**src/rtl/radio_fifo_pkg.sv**
```systemverilog
package radio_fifo_pkg;
  typedef enum logic [1:0] {
    MODE_SLEEP = 2'd0,
    MODE_STBY  = 2'd1,
    MODE_RX    = 2'd2,
    MODE_TX    = 2'd3
  } mode_e;

  // flush decision for a mode transition
  function automatic logic flush_on_change(mode_e from_m, mode_e to_m, logic pkt);
    logic f;
    f = 1'b0;
    if (from_m != to_m) begin
      unique case (to_m)
        MODE_SLEEP: f = 1'b1;
        MODE_RX:    f = (from_m == MODE_STBY) || (from_m == MODE_TX);
        MODE_TX:    f = (from_m == MODE_RX) || ((from_m == MODE_STBY) && !pkt);
        default:    f = 1'b0;
      endcase
    end
    return f;
  endfunction
endpackage

```
**src/rtl/rf_fifo_mem.sv**
```systemverilog
module rf_fifo_mem #(
  parameter int DEPTH = 64,
  parameter int W     = 8,
  localparam int AW   = $clog2(DEPTH),
  localparam int CW   = $clog2(DEPTH) + 1
) (
  input  logic          clk_i,
  input  logic          rst_ni,
  input  logic          flush_i,
  input  logic          push_i,
  input  logic [W-1:0]  wdata_i,
  input  logic          pop_i,
  output logic [W-1:0]  rdata_o,
  output logic [CW-1:0] count_o,
  output logic [CW-1:0] count_nxt_o
);
  logic [W-1:0]  mem [DEPTH];
  logic [AW-1:0] wr_ptr, rd_ptr;
  logic [CW-1:0] count;
  logic          push_ok, pop_ok;

  function automatic logic [AW-1:0] ptr_inc(logic [AW-1:0] p);
    return (p == AW'(DEPTH - 1)) ? '0 : p + AW'(1);
  endfunction

  assign push_ok = push_i && (count != CW'(DEPTH));
  assign pop_ok  = pop_i && (count != '0);

  always_comb begin
    if (flush_i) count_nxt_o = '0;
    else         count_nxt_o = count + CW'(push_ok) - CW'(pop_ok);
  end

  always_ff @(posedge clk_i or negedge rst_ni) begin
    if (!rst_ni) begin
      wr_ptr <= '0;
      rd_ptr <= '0;
      count  <= '0;
    end else if (flush_i) begin
      wr_ptr <= '0;
      rd_ptr <= '0;
      count  <= '0;
    end else begin
      if (push_ok) wr_ptr <= ptr_inc(wr_ptr);
      if (pop_ok)  rd_ptr <= ptr_inc(rd_ptr);
      count <= count_nxt_o;
    end
  end

  always_ff @(posedge clk_i) begin
    if (push_ok && !flush_i) mem[wr_ptr] <= wdata_i;
  end

  assign rdata_o = mem[rd_ptr];
  assign count_o = count;
endmodule

```
**src/rtl/rf_serdes.sv**
```systemverilog
module rf_serdes #(
  parameter int W   = 8,
  localparam int BW = $clog2(W)
) (
  input  logic         clk_i,
  input  logic         rst_ni,
  input  logic         rx_en_i,
  input  logic         tx_en_i,
  input  logic         tx_mode_i,
  input  logic         bit_tick_i,
  input  logic         rx_bit_i,
  input  logic [W-1:0] tx_data_i,
  input  logic         fifo_empty_i,
  output logic         push_o,
  output logic [W-1:0] push_data_o,
  output logic         pop_o,
  output logic         tx_bit_o,
  output logic         wr_byte_o,
  output logic         tx_done_o
);
  logic [BW-1:0] rx_cnt;
  logic [W-2:0]  rx_sr;
  logic [BW-1:0] tx_left;
  logic [W-2:0]  tx_sr;
  logic          tx_started;

  assign push_o      = rx_en_i && bit_tick_i && (rx_cnt == BW'(W - 1));
  assign push_data_o = {rx_sr, rx_bit_i};
  assign pop_o       = tx_en_i && bit_tick_i && (tx_left == '0) && !fifo_empty_i;
  assign tx_done_o   = tx_mode_i && tx_started && (tx_left == '0) && fifo_empty_i;

  always_ff @(posedge clk_i or negedge rst_ni) begin
    if (!rst_ni) begin
      rx_cnt    <= '0;
      rx_sr     <= '0;
      wr_byte_o <= 1'b0;
    end else if (!rx_en_i) begin
      rx_cnt    <= '0;
      wr_byte_o <= 1'b0;
    end else if (bit_tick_i) begin
      rx_sr     <= {rx_sr[W-3:0], rx_bit_i};
      rx_cnt    <= push_o ? '0 : rx_cnt + BW'(1);
      wr_byte_o <= push_o;
    end
  end

  always_ff @(posedge clk_i or negedge rst_ni) begin
    if (!rst_ni) begin
      tx_left    <= '0;
      tx_sr      <= '0;
      tx_bit_o   <= 1'b0;
      tx_started <= 1'b0;
    end else if (!tx_en_i) begin
      tx_left    <= '0;
      tx_bit_o   <= 1'b0;
      tx_started <= 1'b0;
    end else if (bit_tick_i) begin
      if (tx_left != '0) begin
        tx_bit_o <= tx_sr[W-2];
        tx_sr    <= {tx_sr[W-3:0], 1'b0};
        tx_left  <= tx_left - BW'(1);
      end else if (pop_o) begin
        tx_bit_o   <= tx_data_i[W-1];
        tx_sr      <= tx_data_i[W-2:0];
        tx_left    <= BW'(W - 1);
        tx_started <= 1'b1;
      end
    end
  end
endmodule

```
**src/rtl/rf_flag_ctrl.sv**
```systemverilog
module rf_flag_ctrl
  import radio_fifo_pkg::*;
#(
  parameter int DEPTH = 64,
  localparam int CW   = $clog2(DEPTH) + 1
) (
  input  logic          clk_i,
  input  logic          rst_ni,
  input  mode_e         mode_q_i,
  input  logic [CW-1:0] count_i,
  input  logic [CW-1:0] count_nxt_i,
  input  logic [CW-1:0] thresh_i,
  input  logic          push_i,
  input  logic          ovr_clr_i,
  input  logic          cs_n_i,
  input  logic          cs_fall_i,
  output logic          empty_n_o,
  output logic          full_o,
  output logic          overrun_o,
  output logic          thresh_irq_o
);
  assign full_o = (count_i == CW'(DEPTH));

  always_comb begin
    unique case (mode_q_i)
      MODE_TX:            thresh_irq_o = (count_i <= thresh_i);
      MODE_STBY, MODE_RX: thresh_irq_o = (count_i > thresh_i);
      default:            thresh_irq_o = 1'b0;
    endcase
  end

  always_ff @(posedge clk_i or negedge rst_ni) begin
    if (!rst_ni) begin
      overrun_o <= 1'b0;
      empty_n_o <= 1'b0;
    end else begin
      if (ovr_clr_i)              overrun_o <= 1'b0;
      else if (push_i && full_o)  overrun_o <= 1'b1;
      // frozen while a host access holds the chip-select low
      if (cs_n_i || cs_fall_i) empty_n_o <= (count_nxt_i != '0);
    end
  end
endmodule

```
**src/rtl/radio_fifo_irq.sv**
```systemverilog
module radio_fifo_irq
  import radio_fifo_pkg::*;
#(
  parameter int DEPTH = 64,
  localparam int W    = 8,
  localparam int CW   = $clog2(DEPTH) + 1
) (
  input  logic          clk_i,
  input  logic          rst_ni,
  input  logic [1:0]    mode_i,
  input  logic          packet_mode_i,
  input  logic          host_cs_ni,
  input  logic          host_wr_i,
  input  logic          host_rd_i,
  input  logic [W-1:0]  host_wdata_i,
  output logic [W-1:0]  host_rdata_o,
  input  logic          ovr_clr_i,
  input  logic [CW-1:0] thresh_i,
  input  logic          bit_tick_i,
  input  logic          rx_bit_i,
  output logic          tx_bit_o,
  output logic [CW-1:0] count_o,
  output logic          empty_n_o,
  output logic          full_o,
  output logic          wr_byte_o,
  output logic          overrun_o,
  output logic          tx_done_o,
  output logic          thresh_irq_o
);
  mode_e        mode_q, mode_in;
  logic         mode_chg, flush;
  logic         cs_q, cs_fall;
  logic         host_push, host_pop;
  logic         sd_push, sd_pop;
  logic [W-1:0] sd_push_data, fifo_rdata, push_data;
  logic [CW-1:0] count_nxt;

  assign mode_in  = mode_e'(mode_i);
  assign mode_chg = (mode_in != mode_q);
  assign flush    = ovr_clr_i || (mode_chg && flush_on_change(mode_q, mode_in, packet_mode_i));
  assign cs_fall  = cs_q && !host_cs_ni;

  assign host_push = cs_fall && host_wr_i && !mode_chg &&
                     ((mode_q == MODE_STBY) || (mode_q == MODE_TX));
  assign host_pop  = cs_fall && host_rd_i && !host_wr_i && !mode_chg &&
                     ((mode_q == MODE_STBY) || (mode_q == MODE_RX));
  assign push_data = host_push ? host_wdata_i : sd_push_data;

  always_ff @(posedge clk_i or negedge rst_ni) begin
    if (!rst_ni) begin
      mode_q       <= MODE_SLEEP;
      cs_q         <= 1'b1;
      host_rdata_o <= '0;
    end else begin
      mode_q <= mode_in;
      cs_q   <= host_cs_ni;
      if (host_pop && (count_o != '0)) host_rdata_o <= fifo_rdata;
    end
  end

  rf_fifo_mem #(.DEPTH(DEPTH), .W(W)) mem_i (
    .clk_i, .rst_ni,
    .flush_i     (flush),
    .push_i      (host_push || sd_push),
    .wdata_i     (push_data),
    .pop_i       (host_pop || sd_pop),
    .rdata_o     (fifo_rdata),
    .count_o     (count_o),
    .count_nxt_o (count_nxt)
  );

  rf_serdes #(.W(W)) serdes_i (
    .clk_i, .rst_ni,
    .rx_en_i      ((mode_q == MODE_RX) && !mode_chg),
    .tx_en_i      ((mode_q == MODE_TX) && !mode_chg),
    .tx_mode_i    (mode_q == MODE_TX),
    .bit_tick_i   (bit_tick_i),
    .rx_bit_i     (rx_bit_i),
    .tx_data_i    (fifo_rdata),
    .fifo_empty_i (count_o == '0),
    .push_o       (sd_push),
    .push_data_o  (sd_push_data),
    .pop_o        (sd_pop),
    .tx_bit_o     (tx_bit_o),
    .wr_byte_o    (wr_byte_o),
    .tx_done_o    (tx_done_o)
  );

  rf_flag_ctrl #(.DEPTH(DEPTH)) flags_i (
    .clk_i, .rst_ni,
    .mode_q_i     (mode_q),
    .count_i      (count_o),
    .count_nxt_i  (count_nxt),
    .thresh_i     (thresh_i),
    .push_i       (host_push || sd_push),
    .ovr_clr_i    (ovr_clr_i),
    .cs_n_i       (host_cs_ni),
    .cs_fall_i    (cs_fall),
    .empty_n_o    (empty_n_o),
    .full_o       (full_o),
    .overrun_o    (overrun_o),
    .thresh_irq_o (thresh_irq_o)
  );
endmodule

```
**config.mk**
```make
export PLATFORM = sky130hd
export DESIGN_NAME = radio_fifo_irq
export DESIGN_NICKNAME = d
export VERILOG_FILES = /design/src/rtl/radio_fifo_pkg.sv /design/src/rtl/rf_fifo_mem.sv /design/src/rtl/rf_serdes.sv /design/src/rtl/rf_flag_ctrl.sv /design/src/rtl/radio_fifo_irq.sv
export SDC_FILE = /design/constraint.sdc
export NUM_CORES = 1
export LEC_CHECK = 0
export ABC_AREA = 1
export CAP_MARGIN = 20
export CORE_MARGIN = 5
export CORE_UTILIZATION = 64
export DETAILED_ROUTE_END_ITERATION = 12
export DONT_BUFFER_PORTS = 1
export PLACE_DENSITY = 0.8
export SYNTH_ARGS = -nofsm -noshare
export SYNTH_HDL_FRONTEND = slang
export SYNTH_SLANG_ARGS = --single-unit
```
**constraint.sdc**
```tcl
create_clock -name clk_i -period 7.4 [get_ports clk_i]
set_input_delay 1.11 -clock clk_i [delete_from_list [all_inputs] [get_ports clk_i]]
set_output_delay 1.11 -clock clk_i [all_outputs]
set_load 0.01 [all_outputs]
```
==> impl_metrics.tcl, run 1 <==
set metrics [dict create \
    run_status "complete, no violations" \
    placed_area_mm2 0.02528 \
    drt_iter0_drc 2381 \
    slowest_stage "buf_4" \
    dr.pass1.iters 6 \
    hold_viol 0 \
    cts.clk_slew.worst_paths_ns 0.06 \
    peakVddDrop_v 0.0002328 \
    synth.most_common_cell "nand2_1" \
    cts_hold_buf 0 \
    coreArea_mm2 0.03856 \
    drc 0 \
    die_area_mm2 0.04293 \
    cpPeakStageDelay_ns 0.92 \
    nets 2454 \
    timing.max_slew.rel_slack_pct 25.49 \
    cts_repair_resize_count 0 \
    ys_types 36 \
    viasPerCell 5.883 \
    crit_path_max_fanout 105 \
    cts_tree "built" \
    hpwl_um 35850 \
    synthFlopType "edfxtp_1" \
    end_kind "register" \
    synth_area_leaders "edfxtp_1 (62%), nand2_1 (13%), nand3_1 (6.4%)" \
    netlist_area_mm2 0.02489 \
    place_congestion 0.9121 \
    crit_chain "buf_4 > buf_4 > nand2_1 > nand2_1 > nand2_1 > nand3_1 > nand3_1 > nand2_1 > nand2_1 > nand2_1 > inv_1 > nand3_1 > nand2_1 > nand2_1" \
    yosysTopAreaCellShare_pct 61.77 \
    drive_gt1_share_pct 5.885 \
    cts-root-buf "clkbuf_16" \
    io_pins 48 \
    synth_commonest_cells "nand2_1 (850), edfxtp_1 (512), nand3_1 (317)" \
    rsz0062_at_grt "no" \
    critPathLaunchType "register" \
    fill_cells 2709 \
    critPathRequiredTime_ns 7.92 \
    yosysWarnings 0 \
    cpMostUsedCell "nand2_1" \
    post-cts-setup-buffers 0 \
    crit_arrival_ns 4.66 \
    synth_nets 2477 \
    grt_usage_pct 27.89 \
    worst_hold_path_type "input port to async pin" \
    synth_edf_count 512 \
    clock_path_buffers 3 \
    grt_pass1_wl_um 94160 \
    fin_crit_ns 4.141 \
    grt_pass1_vias 16780 \
    max_cap_viol_count 0 \
    max_slew.worst_pin.slew_ns 1.109 \
    netlist_instances 2425 \
    rows 72 \
    crit_type "register to register" \
    netlist.top_cell.by_area "edfxtp_1" \
    htree_levels 2 \
    wirelength_um 61130 \
    r2r_slack_ns 3.26 \
    reg2reg_depth 14 \
    reg2reg_to "serdes_i.tx_bit_o" \
    port_buffers 0 \
    tns_ns 0 \
    seq_area_frac_synth_pct 67.31 \
    fp.dieW_um 207.2 \
    start_util_pct 64.55 \
    grt_max_degree 112 \
    detail-route-antenna-nets 0 \
    antenna_found_initial 0 \
    setup_viol 0 \
    synthArstFlopShare_pct 9.700 \
    ys_seq_elements 567 \
    synthToLayoutAreaGrowth_pct 8.722 \
    cts_buffers 54 \
    fin_skew_ns 0.01965 \
    worstSkewPairLatency_ns 0.59 \
    leakage_nw 10.99 \
    diodes 0 \
    fmax_mhz 241.5 \
    period_share_pct 55.96 \
    synth_area_per_cell_um2 10.26 \
    route.vias.total 17440 \
    powerDensity_mw_per_mm2 261.7 \
    wl_per_cell_um 20.62 \
    rr_startpoint "mem_i.rd_ptr[0]" \
    grt_overflow 0 \
    clock_sinks 567 \
    fin_area_mm2 0.02706 \
    drv_slew 0 \
    die_y_um 207.2 \
]
-- routing by layer --
layer / GRT usage, % / wire length (um) / up-vias
li1: - / - / 7985
met1: 37.90 / 22690 / 8195
met2: 45.43 / 29170 / 1083
met3: 5.658 / 6880 / 179
met4: 10.17 / 2387 / 0
met5: 0 / 0 / -
-- logic make-up (layout without fill, tap and decap cells) --
| kind of cell | count (synthesis) | count (layout) | share of synthesized area, % |
|---|---|---|---|
| buffers and inverters | 360 | 382 | 5.876 |
| multiplexers | 2 | 2 | 0.08546 |
| adder cells (fa/ha/maj) | 26 | 26 | 1.337 |
| XOR/XNOR | 9 | 9 | 0.3167 |
| AO/OA/AOI/OAI | 114 | 114 | 2.373 |
| AND/OR/NAND/NOR | 1347 | 1347 | 22.71 |
| flip-flops | 567 | 567 | 67.31 |
-- through the flow --
| step | cells | power, W | setup WS [ns] | hold WS (ns) | utilization (%) |
|---|---|---|---|---|---|
| floorplan | 2425 | 0.004213 | 3.152 | 0.4437 | - |
| global placement | 2849 | 0.004488 | 3.389 | 0.4580 | 65.44 |
| detailed placement | 2851 | 0.004500 | 3.212 | 0.4609 | 65.57 |
| CTS | 2952 | 0.007097 | 3.318 | 0.2084 | 69.96 |
| global route | 2965 | 0.007289 | 2.980 | 0.2040 | 70.18 |
| finish | 2965 | 0.007083 | 3.259 | 0.2205 | 70.18 |
-- final cells by class --
| cell class | instances | area (um^2) | area share [%] |
|---|---|---|---|
| clock buffers | 77 | 1504 | 5.558 |
| clock inverters | 24 | 191.4 | 0.7074 |
| inverters | 248 | 935.9 | 3.458 |
| multi-input cells | 1498 | 6754 | 24.96 |
| flip-flops and latches | 567 | 16760 | 61.93 |
| well taps | 518 | 648.1 | 2.395 |
| repair buffers | 33 | 267.8 | 0.9895 |
-- sequential cells by signal (all words and copies together) (netlist names), 2 cells and up --
name              count
mode_q                2
serdes_i.tx_left      3
mem_i.count_o         7
serdes_i.rx_cnt       3
mem_i.wr_ptr          6
serdes_i.tx_sr        7
mem_i.rd_ptr          6
host_rdata_o          8
mem_i.mem           512
serdes_i.rx_sr        7
-- power by group --
part	total (W)	switching, W	internal, W
registers	0.00382	0.0000505	0.00377
clock network	0.00264	0.00115	0.00149
logic	0.000623	0.000508	0.000115
-- cell usage in the layout (no fill, tap or decap), drive strengths merged --
| master | n |
|---|---|
| buf | 24 |
| nand4 | 6 |
| xor2 | 6 |
| mux2 | 1 |
| o21ai | 53 |
| dfstp | 1 |
| mux2i | 1 |
| dfrtp | 54 |
| a21boi | 2 |
| ha | 25 |
| fa | 1 |
| o211ai | 5 |
| clkinvlp | 2 |
| nand2 | 860 |
| xnor2 | 3 |
| bufinv | 2 |
| nand3 | 317 |
| a21oi | 53 |
| inv | 245 |
| edfxtp | 512 |
| o21bai | 1 |
| nor3 | 36 |
| nor3b | 1 |
| clkbuf | 86 |
| nor4 | 2 |
| or2 | 7 |
| nor2 | 117 |
| nand3b | 1 |
| clkinv | 23 |
-- worst max-delay path by stage --
stage,slack [ns],depth (start not counted),from,end
after floorplan,3.15,7,mode_i[0],mem_i.mem[0][4]
after detailed placement,3.21,7,mode_i[0],mem_i.mem[23][1]
after global placement,3.39,19,host_cs_ni,flags_i.empty_n_o
after CTS,3.32,12,mem_i.rd_ptr[0],host_rdata_o[0]
after global routing,2.98,12,mem_i.rd_ptr[0],host_rdata_o[0]
final,3.26,14,mem_i.rd_ptr[0],serdes_i.tx_bit_o
-- worst max-delay path: cells and delay by family, from the launching register on --
family | cells | cell delay (ns)
flip-flops | 1 | 0.91
AND/OR/NAND/NOR | 11 | 1.16
buffers and inverters | 3 | 1.85
Note: power is estimated with default switching activity, not from simulation.
==> inputs of run 2 (changes only) <==
--- a/config.mk
+++ b/config.mk
@@ -8,10 +8,10 @@
 export ABC_AREA = 1
 export CAP_MARGIN = 20
 export CORE_MARGIN = 5
-export CORE_UTILIZATION = 64
+export CORE_UTILIZATION = 57
 export DETAILED_ROUTE_END_ITERATION = 12
 export DONT_BUFFER_PORTS = 1
-export PLACE_DENSITY = 0.8
+export PLACE_DENSITY = 0.75
 export SYNTH_ARGS = -nofsm -noshare
 export SYNTH_HDL_FRONTEND = slang
 export SYNTH_SLANG_ARGS = --single-unit
==> constraint.sdc (replaced) <==
create_clock -name clk_i -period 3.6 [get_ports clk_i]
set_input_delay 0.54 -clock clk_i [delete_from_list [all_inputs] [get_ports clk_i]]
set_output_delay 0.54 -clock clk_i [all_outputs]
set_load 0.01 [all_outputs]
==> run 2 against run 1 <==
Power grew 110%. Register-to-register slack got worse by 3.0 ns. Setup slack got worse by 3.0 ns. Sequential cell count did not move. Global-route usage down 2.3 points.
==> impl_metrics.tcl, run 2 (synthesis results as in run 1) <==
set metrics [dict create \
    run_status "complete, no violations" \
    max_slew.worst_pin.slew_ns 1.057 \
    whs_ns 0.09314 \
    rr_startpoint "mem_i.count_o[2]" \
    largestRegisters "mem_i.mem: 512 flops, host_rdata_o: 8 flops" \
    leakage_nw 11.36 \
    clock_path_buffers 3 \
    cpMostUsedCell "nand2_1" \
    design_power_total_w 0.01497 \
    crit_path_max_fanout 4 \
    drt_iter0_drc 2192 \
    route.vias.total 17490 \
    period_share_pct 91.48 \
    synthToLayoutAreaGrowth_pct 11.72 \
    slowest_stage "dfrtp_2" \
    min_from "rx_bit_i" \
    drv_slew 0 \
    reg2reg_to "flags_i.empty_n_o" \
    reg2reg_depth 23 \
    hold_viol 0 \
    cp_top_family "simple AND/OR/NAND/NOR gates" \
    rows 76 \
    top_register "mem_i.mem" \
    powerDensity_mw_per_mm2 538.2 \
    grt_overflow 0 \
    cts.clk_slew.worst_paths_ns 0.06 \
    viasPerCell 5.674 \
    worstSkewPairLatency_ns 0.60 \
    nets 2504 \
    fp.dieW_um 219.0 \
    cts_tree "built" \
    grt_usage_pct 25.61 \
    min_path_cells 2 \
    cp_num_buf_inv 4 \
    fin_crit_ns 3.293 \
    diodes 0 \
    hpwl_um 36150 \
    cpPeakStageDelay_ns 0.45 \
    peakVddDrop_v 0.0004501 \
    htree_levels 2 \
    dr.pass1.iters 8 \
    cts_buffers 56 \
    timing.max_slew.rel_slack_pct 29.44 \
    grt_pass1_vias 16680 \
    largest_reg_flops 512 \
    start_util_pct 57.65 \
    die_y_um 219.0 \
    place_congestion 0.8834 \
    layout_common_cells "nand2_1 (849), edfxtp_1 (512), nand3_1 (317)" \
    critPathLaunchType "register" \
    grt_pass1_wl_um 94470 \
    port_buffers 0 \
    end_kind "register" \
    worst_hold_path_type "input port to register" \
    die_area_mm2 0.04795 \
    worstHoldEndpoint "serdes_i.rx_sr[0]" \
    final_common_cell "nand2_1" \
    rsz0062_at_grt "no" \
    tns_ns 0 \
    detail-route-antenna-nets 0 \
    fin_skew_ns 0.01693 \
    cts-root-buf "clkbuf_16" \
    setup_viol 0 \
    coreArea_mm2 0.04317 \
    max_cap_viol_count 0 \
    critPathRequiredTime_ns 4.09 \
    crit_arrival_ns 3.79 \
    grt_max_degree 135 \
    io_pins 48 \
    drive_gt1_share_pct 7.970 \
    crit_chain "inv_1 > ha_1 > nand3_1 > nor2_1 > nand2_1 > nand2_2 > nor2_2 > nand2_1 > nand2_1 > ha_1 > inv_1 > ha_1 > inv_1 > fa_1 > inv_1 > nand3_1 > nand2_1 > xor2_1 > nor2_1 > nor2_1 > nand3_1 > nand2_1 > nand2_1" \
    fmax_mhz 303.6 \
    clock_sinks 567 \
    wirelength_um 61220 \
    drc 0 \
    crit_type "register to register" \
    wl_per_cell_um 19.86 \
    antenna_found_initial 0 \
    r2r_slack_ns 0.31 \
]
==> run 2: area by class of cell <==
class / instances / area (um^2)
timing repair buffer: 81 / 828.3
multi-input combinational: 1498 / 6759
sequential: 567 / 16760
tap: 585 / 732.0
clock inverter: 34 / 321.6
inverter: 248 / 935.9
fill: 3294 / 15360
clock buffer: 69 / 1471
==> run 2: repair_timing <==
| action | CTS | global route |
|---|---|---|
| hold endpoints to repair | 59 | 0 |
| setup buffers | 0 | 0 |
| hold buffers | 6 | 0 |
| resized for setup | 0 | 4 |
| endpoints found under the setup margin | 0 | 1 |
==> run 2: per-stage QoR <==
stage                     cell area [um^2]  setup WS [ns]  cells  utilization [%]
after CTS                            27800         0.2294   3082            64.40
after floorplan                      24890       -0.07797   2425                -
after global routing                 27810        0.01152   3082            64.41
final                                27810         0.3066   3082            64.41
after detailed placement             25930         0.2191   2973            60.06
after global placement               25930         0.3607   2973            60.06
==> run 2: power by group <==
group          leakage, nW  internal (W)  total, W  switching, W
logic                 5.17      0.000333   0.00140       0.00107
registers             5.31       0.00773   0.00782     0.0000856
clock network        0.873       0.00332   0.00575       0.00242
==> run 2: worst register-to-register path, cell delays in order (launching register included) <==
cell,delay (ns)
dfrtp_2,0.45
inv_1,0.10
ha_1,0.15
nand3_1,0.11
nor2_1,0.10
nand2_1,0.10
nand2_2,0.09
nor2_2,0.05
nand2_1,0.12
nand2_1,0.11
ha_1,0.28
inv_1,0.06
ha_1,0.18
inv_1,0.07
fa_1,0.43
inv_1,0.09
nand3_1,0.07
nand2_1,0.08
xor2_1,0.16
nor2_1,0.09
nor2_1,0.10
nand3_1,0.08
nand2_1,0.07
nand2_1,0.04
==> run 2: worst max path at each step <==
| stage | start | cells past startpoint | slack, ns | endpoint |
|---|---|---|---|---|
| after floorplan | mode_i[0] | 7 | -0.08 | mem_i.mem[0][4] |
| after global placement | mem_i.count_o[2] | 23 | 0.36 | flags_i.empty_n_o |
| after detailed placement | mem_i.count_o[2] | 23 | 0.22 | flags_i.empty_n_o |
| after CTS | mem_i.count_o[2] | 23 | 0.23 | flags_i.empty_n_o |
| after global routing | mem_i.count_o[2] | 23 | 0.01 | flags_i.empty_n_o |
| final | mem_i.count_o[2] | 23 | 0.31 | flags_i.empty_n_o |
==> run 2: per-layer routing <==
metal	vias up	global-route usage [%]	part of all wire [%]
met5	-	0	0
met4	0	9.378	3.4
met3	150	4.456	11
met2	971	39.84	46
met1	8281	36.82	40
li1	8084	-	-
==> inputs of run 3 (changes only) <==
--- a/config.mk
+++ b/config.mk
@@ -12,6 +12,7 @@
 export DETAILED_ROUTE_END_ITERATION = 12
 export DONT_BUFFER_PORTS = 1
 export PLACE_DENSITY = 0.75
+export SLEW_MARGIN = 20
 export SYNTH_ARGS = -nofsm -noshare
 export SYNTH_HDL_FRONTEND = slang
 export SYNTH_SLANG_ARGS = --single-unit
==> results of run 3 <==
No change in the layout: final DEF, timing and power equal those of run 2.
